===== src/rtl/rtc_shadow_regs.sv =====
module rtc_shadow_regs #(
  parameter int ADDR_W      = 13,
  parameter int REF_PER_SEC = 32768,
  parameter int TOGGLE_DIV  = 64
) (
  input  logic              clk,
  input  logic              rst_n,
  input  logic              ref_tick,
  input  logic              bus_sel,
  input  logic              bus_we,
  input  logic [ADDR_W-1:0] bus_addr,
  input  logic [7:0]        bus_wdata,
  output logic [7:0]        bus_rdata,
  output logic              reg_hit,
  output logic              sec_tick,
  input  logic [55:0]       cnt_now,
  output logic              cnt_load,
  output logic [55:0]       cnt_load_data
);

  localparam int RW = (REF_PER_SEC > 2) ? $clog2(REF_PER_SEC) : 1;
  localparam int TW = (TOGGLE_DIV > 2) ? $clog2(TOGGLE_DIV) : 1;
  localparam logic [RW-1:0] REF_LAST = RW'(REF_PER_SEC - 1);
  localparam logic [TW-1:0] TGL_LAST = TW'(TOGGLE_DIV - 1);
  localparam logic [63:0] TIME_MASK = {8'hFF, 8'h1F, 8'h3F, 8'h07,
                                       8'h3F, 8'h7F, 8'h7F, 8'h00};

  logic [7:0]    regs [8];
  logic [63:0]   regs_flat;
  logic [2:0]    idx;
  logic          wr_hit, rd_hit, halt, osc_run, ft_en;
  logic          tick_d, refresh, ft_q;
  logic [RW-1:0] ref_cnt;
  logic [TW-1:0] tgl_cnt;
  logic [7:0]    rd_word;

  assign idx     = bus_addr[2:0];
  assign reg_hit = &bus_addr[ADDR_W-1:3];
  assign wr_hit  = bus_sel & bus_we & reg_hit;
  assign rd_hit  = bus_sel & ~bus_we & reg_hit;
  assign halt    = regs[0][7] | regs[0][6];
  assign osc_run = ~regs[1][7];
  assign ft_en   = regs[4][6];
  assign sec_tick = ref_tick & osc_run & (ref_cnt == REF_LAST);
  assign refresh  = tick_d & ~halt & ~cnt_load;

  genvar g;
  generate
    for (g = 0; g < 8; g++) begin : g_flat
      assign regs_flat[g*8 +: 8] = regs[g];
    end
    for (g = 1; g < 8; g++) begin : g_load
      assign cnt_load_data[(g-1)*8 +: 8] = regs[g] & TIME_MASK[g*8 +: 8];
    end
  endgenerate

  always_ff @(posedge clk or negedge rst_n) begin
    if (!rst_n) begin
      ref_cnt <= '0;
      tgl_cnt <= '0;
      ft_q    <= 1'b0;
      tick_d  <= 1'b0;
    end else begin
      tick_d <= sec_tick;
      if (ref_tick && osc_run) begin
        ref_cnt <= (ref_cnt == REF_LAST) ? '0 : ref_cnt + 1'b1;
        if (tgl_cnt == TGL_LAST) begin
          tgl_cnt <= '0;
          ft_q    <= ~ft_q;
        end else begin
          tgl_cnt <= tgl_cnt + 1'b1;
        end
      end
    end
  end

  always_ff @(posedge clk or negedge rst_n) begin
    if (!rst_n) begin
      for (int i = 0; i < 8; i++) regs[i] <= (i == 1) ? 8'h80 : 8'h00;
      cnt_load <= 1'b0;
    end else begin
      cnt_load <= wr_hit && (idx == 3'd0) && regs[0][7] && !bus_wdata[7];
      if (wr_hit && idx == 3'd0) regs[0] <= bus_wdata;
      for (int i = 1; i < 8; i++) begin
        if (wr_hit && idx == 3'(i))
          regs[i] <= bus_wdata;
        else if (refresh)
          regs[i] <= (regs[i] & ~TIME_MASK[i*8 +: 8]) |
                     (cnt_now[(i-1)*8 +: 8] & TIME_MASK[i*8 +: 8]);
      end
    end
  end

  always_comb begin
    rd_word = regs[idx];
    if (idx == 3'd1 && ft_en && osc_run) rd_word[0] = ft_q;
  end
  assign bus_rdata = rd_hit ? rd_word : 8'h00;


  halt_freeze_chk: assert property (@(posedge clk) disable iff (!rst_n)
    (halt && !wr_hit) |=> $stable(regs_flat));


  load_after_clear_chk: assert property (@(posedge clk) disable iff (!rst_n)
    (wr_hit && idx == 3'd0 && regs[0][7] && !bus_wdata[7]) |=> cnt_load);


  load_single_chk: assert property (@(posedge clk) disable iff (!rst_n)
    cnt_load |=> !cnt_load);


  osc_stop_tick_chk: assert property (@(posedge clk) disable iff (!rst_n)
    !osc_run |-> !sec_tick);


  osc_stop_toggle_chk: assert property (@(posedge clk) disable iff (!rst_n)
    (!osc_run && !(wr_hit && idx == 3'd1)) |=> $stable(ft_q));


  idle_bus_chk: assert property (@(posedge clk) disable iff (!rst_n)
    !rd_hit |-> (bus_rdata == 8'h00));

endmodule


===== config.mk =====
export PLATFORM = sky130hd
export DESIGN_NAME = rtc_shadow_regs
export DESIGN_NICKNAME = d
export VERILOG_FILES = /design/src/rtl/rtc_shadow_regs.sv
export SDC_FILE = /design/constraint.sdc
export NUM_CORES = 1
export LEC_CHECK = 0
export BUFFER_PORTS_ARGS = -buffer_cell sky130_fd_sc_hd__buf_4
export CAP_MARGIN = 20
export CORE_MARGIN = 2
export CORE_UTILIZATION = 40
export DETAILED_ROUTE_END_ITERATION = 7
export PLACE_DENSITY_LB_ADDON = 0.15
export SETUP_SLACK_MARGIN = 0.4
export SYNTH_ARGS = -nofsm -noshare
export SYNTH_HDL_FRONTEND = slang
export SYNTH_SLANG_ARGS = --single-unit

===== constraint.sdc =====
create_clock -name clk -period 2.8 [get_ports clk]
set_clock_uncertainty 0.2 [all_clocks]
set_input_delay 0.42 -clock clk [delete_from_list [all_inputs] [get_ports clk]]
set_output_delay 0.42 -clock clk [all_outputs]
set_load 0.02 [all_outputs]

==> summary.md <==
| Metric | Value |
|---|---|
| Peak VDD IR | `273 uV` |
| Initial core utilization | `40.9%` |
| Cell breakdown of the critical path | `mux2_2 > a22o_1 > nor3_2 > a211oi_2 > buf_4` |
| Post-layout util | `49.2%` |
| Worst Tran Pin Value | `0.651 ns` |
| DRT Pass-1 Iters | `5` |
| Worst path slowest cell | `dfrtp_1` |
| Seq/Total Area, Yosys | `42.8%` |
| Routed WL per cell | `17.4 um` |
| Critical R2R Launch | `regs[63]` |
| Hold path cells | `2` |
| Worst-path clk slew | `0.07 ns` |
| CTS sink count | `88` |
| Nets | `577` |
| Ranking of synthesized cells by area | `dfrtp_1 (42%), mux2_2 (21%), buf_4 (8.3%)` |
| Filler cell count | `1134` |
| Worst skew pair latency | `0.34 ns` |
| Top cell type's share of synthesized area | `42.3%` |
| Vias post-DR | `3323` |
| Critical path buffers and inverters | `1` |
| Crit path DAT | `1.70 ns` |
| Critical Path Sink Type | `primary output` |
| Vias in the first global route | `3532` |
| Clock Path Buffers | `2` |
| Core ar. | `12600 um^2` |
| Max FO, Critical Path | `3` |
| ANT cells | `0` |
| Initial antenna violation count | `0` |
| DR vias/cell | `4.96` |
| H-tree lvl count | `3` |
| HP Class | `in -> reg` |
| Die Width | `117 um` |
| Synthesis-to-layout area growth | `20.2%` |
| LEAKAGE | `3.10 nW` |
| First-pass GRT wire length | `19200 um` |
| I/O Buffers | `120` |
| Slowest stage delay, CP | `0.41 ns` |
| Cell taking the most area after synthesis | `dfrtp_1` |
| Hold Path End | `cnt_load_data[3]` |
| Post-DP HPWL | `8530 um` |
| #FFs+latches synth | `88` |
| Flop2flop setup slack | `0.76 ns` |
| Final hold slack | `0.178 ns` |
| Post-synthesis cell type count | `39` |
| Synth top cells by count | `mux2_2 (98), dfrtp_1 (87), buf_4 (57)` |
| DR iter-0 viols | `106` |
| Die height | `117 um` |
| Most common cell in the synthesized netlist | `mux2_2` |
| Max Freq | `432 MHz` |
| Rel. slew slack | `56.6%` |
| I/O pin cnt | `149` |
| Full die area | `13800 um^2` |
| Reg area | `2200 um^2` |
| Remaining Overflow, GRT | `0` |
| Pwr dens | `474 nW/um^2` |
| RSZ-0062 raised after global routing | `false` |
| Placed insts | `653` |
| Final instance area | `6180 um^2` |
| Crit path max-delay family | `flip-flops` |
| Gate Count Post-Synth | `409` |
| Antenna viol nets, final | `0` |
| Max_cap viols | `0` |
| Post-Syn Area | `5140 um^2` |
| CTS Root Cell | `clkbuf_16` |
| Final WL | `11700 um` |
| Crit path time final | `2.32 ns` |
| Status | `completed` |
| CTS tree | `done` |
| Share of cells above drive strength 1 | `54.6%` |
| Placed Area | `5860 um^2` |
| Top FF cell, synth | `dfrtp_1` |
| Rows | `41` |
| Number of synthesized flops with an enable pin | `0` |
| Largest net degree at the start of global routing | `52` |
| Post-Layout Cell Count | `670` |
| HP Start | `bus_wdata[3]` |
| GP Congestion | `0.760` |
| Data required time of the critical path | `2.18 ns` |
| Area of the multi-input gates | `2470 um^2` |
| Yosys warnings | `0` |
| Worst R2R Path Depth | `4` |
| Final setup viols | `0` |
| Post-route setup TNS | `0 ns` |
| Slew Limit Fails | `0` |
| Final period utilization | `82.7%` |
| Overall Global Routing Usage | `17.7%` |
| Total CTS buffers | `9` |
| Worst R2R End | `cnt_load_data[4]` |
| Critical path class | `reg -> out` |
| Syn_area_per_cell | `12.6 um^2` |
| Post-synth ARST share | `100%` |
| DRC | `0` |
| Setup crit start kind | `register` |
| Hold Vio Cnt, Final | `0` |
==> repair_timing <==
action | CTS | global route
setup endpoints to repair | 2 | 2
cloned | 0 | 0
gates resized for setup | 2 | 4
setup buffers | 0 | 0
endpoints found under the hold margin | 47 | 0
hold buffers | 1 | 0
pin swaps | 0 | 0
==> final cells by class <==
| cell class | instances | area share [%] |
|---|---|---|
| Tap cell | 172 | 3.48 |
| Sequential cell | 88 | 35.7 |
| Multi-Input combinational cell | 261 | 40.0 |
| Clock inverter | 6 | 0.830 |
| Timing Repair Buffer | 131 | 16.2 |
| Inverter | 2 | 0.121 |
| Clock buffer | 10 | 3.70 |
==> placed cells by master, fill, tap and decap left out, drive strengths merged, types with 5 or more instances in the layout <==
cell type / n
buf: 130
mux2: 108
dfrtp: 87
nor2: 22
nand2: 16
mux4: 14
conb: 14
xnor2: 13
nand4: 13
clkbuf: 10
mux2i: 9
nand3: 9
nor3: 8
and3: 5
xor2: 5
inv: 5
==> kinds of logic (layout without fill, tap and decap cells) <==
logic type | after synthesis | after routing | share of synthesized area, %
other cells | 1 | 14 | 0.0729
fa+ha+maj | 2 | 2 | 0.487
buf+inv | 73 | 149 | 10.5
xor+xnor | 18 | 18 | 3.07
mux | 131 | 131 | 31.5
simple gates | 89 | 89 | 10.5
compound gates | 7 | 7 | 0.949
flops | 88 | 88 | 42.8
==> flip-flops by register name (all words and copies together), names as in the netlist <==
| signal | flops |
|---|---|
| ref_cnt | 15 |
| ft_q | 1 |
| cnt_load | 1 |
| tgl_cnt | 6 |
| regs | 21 |
| ft_en | 1 |
| cnt_load_data | 42 |
| tick_d | 1 |
==> where the power goes <==
part	switching [mW]	internal, mW
clock	0.515	0.614
combinational	0.177	0.172
sequential	0.0894	1.36
==> through the flow <==
stage	setup slack [ns]	power (mW)
after floorplan	0.442	1.67
after global placement	0.331	1.81
after detailed placement	0.328	1.82
after CTS	0.427	2.95
after global routing	0.403	3.06
final	0.484	2.93
==> per-layer routing <==
layer  vias to the layer above  global-route usage (%)  routed length [um]
met5                         -                       0                   0
met4                         0                    5.50                 203
met3                        13                    3.75                 561
met2                        90                    28.5                5480
met1                      1647                    24.0                5410
li1                       1573                       -                   -
==> worst max-delay path by stage <==
stage / slack (ns) / endpoint / from / cells past startpoint
after CTS: 0.43 / bus_rdata[0] / bus_addr[0] / 6
after global routing: 0.40 / bus_rdata[0] / bus_addr[0] / 6
final: 0.48 / bus_rdata[0] / cnt_load_data[16] / 5
after detailed placement: 0.33 / bus_rdata[0] / bus_addr[0] / 6
after floorplan: 0.44 / bus_rdata[0] / bus_addr[3] / 5
after global placement: 0.33 / bus_rdata[0] / bus_addr[0] / 6
Power figures use the tool's default switching activity.
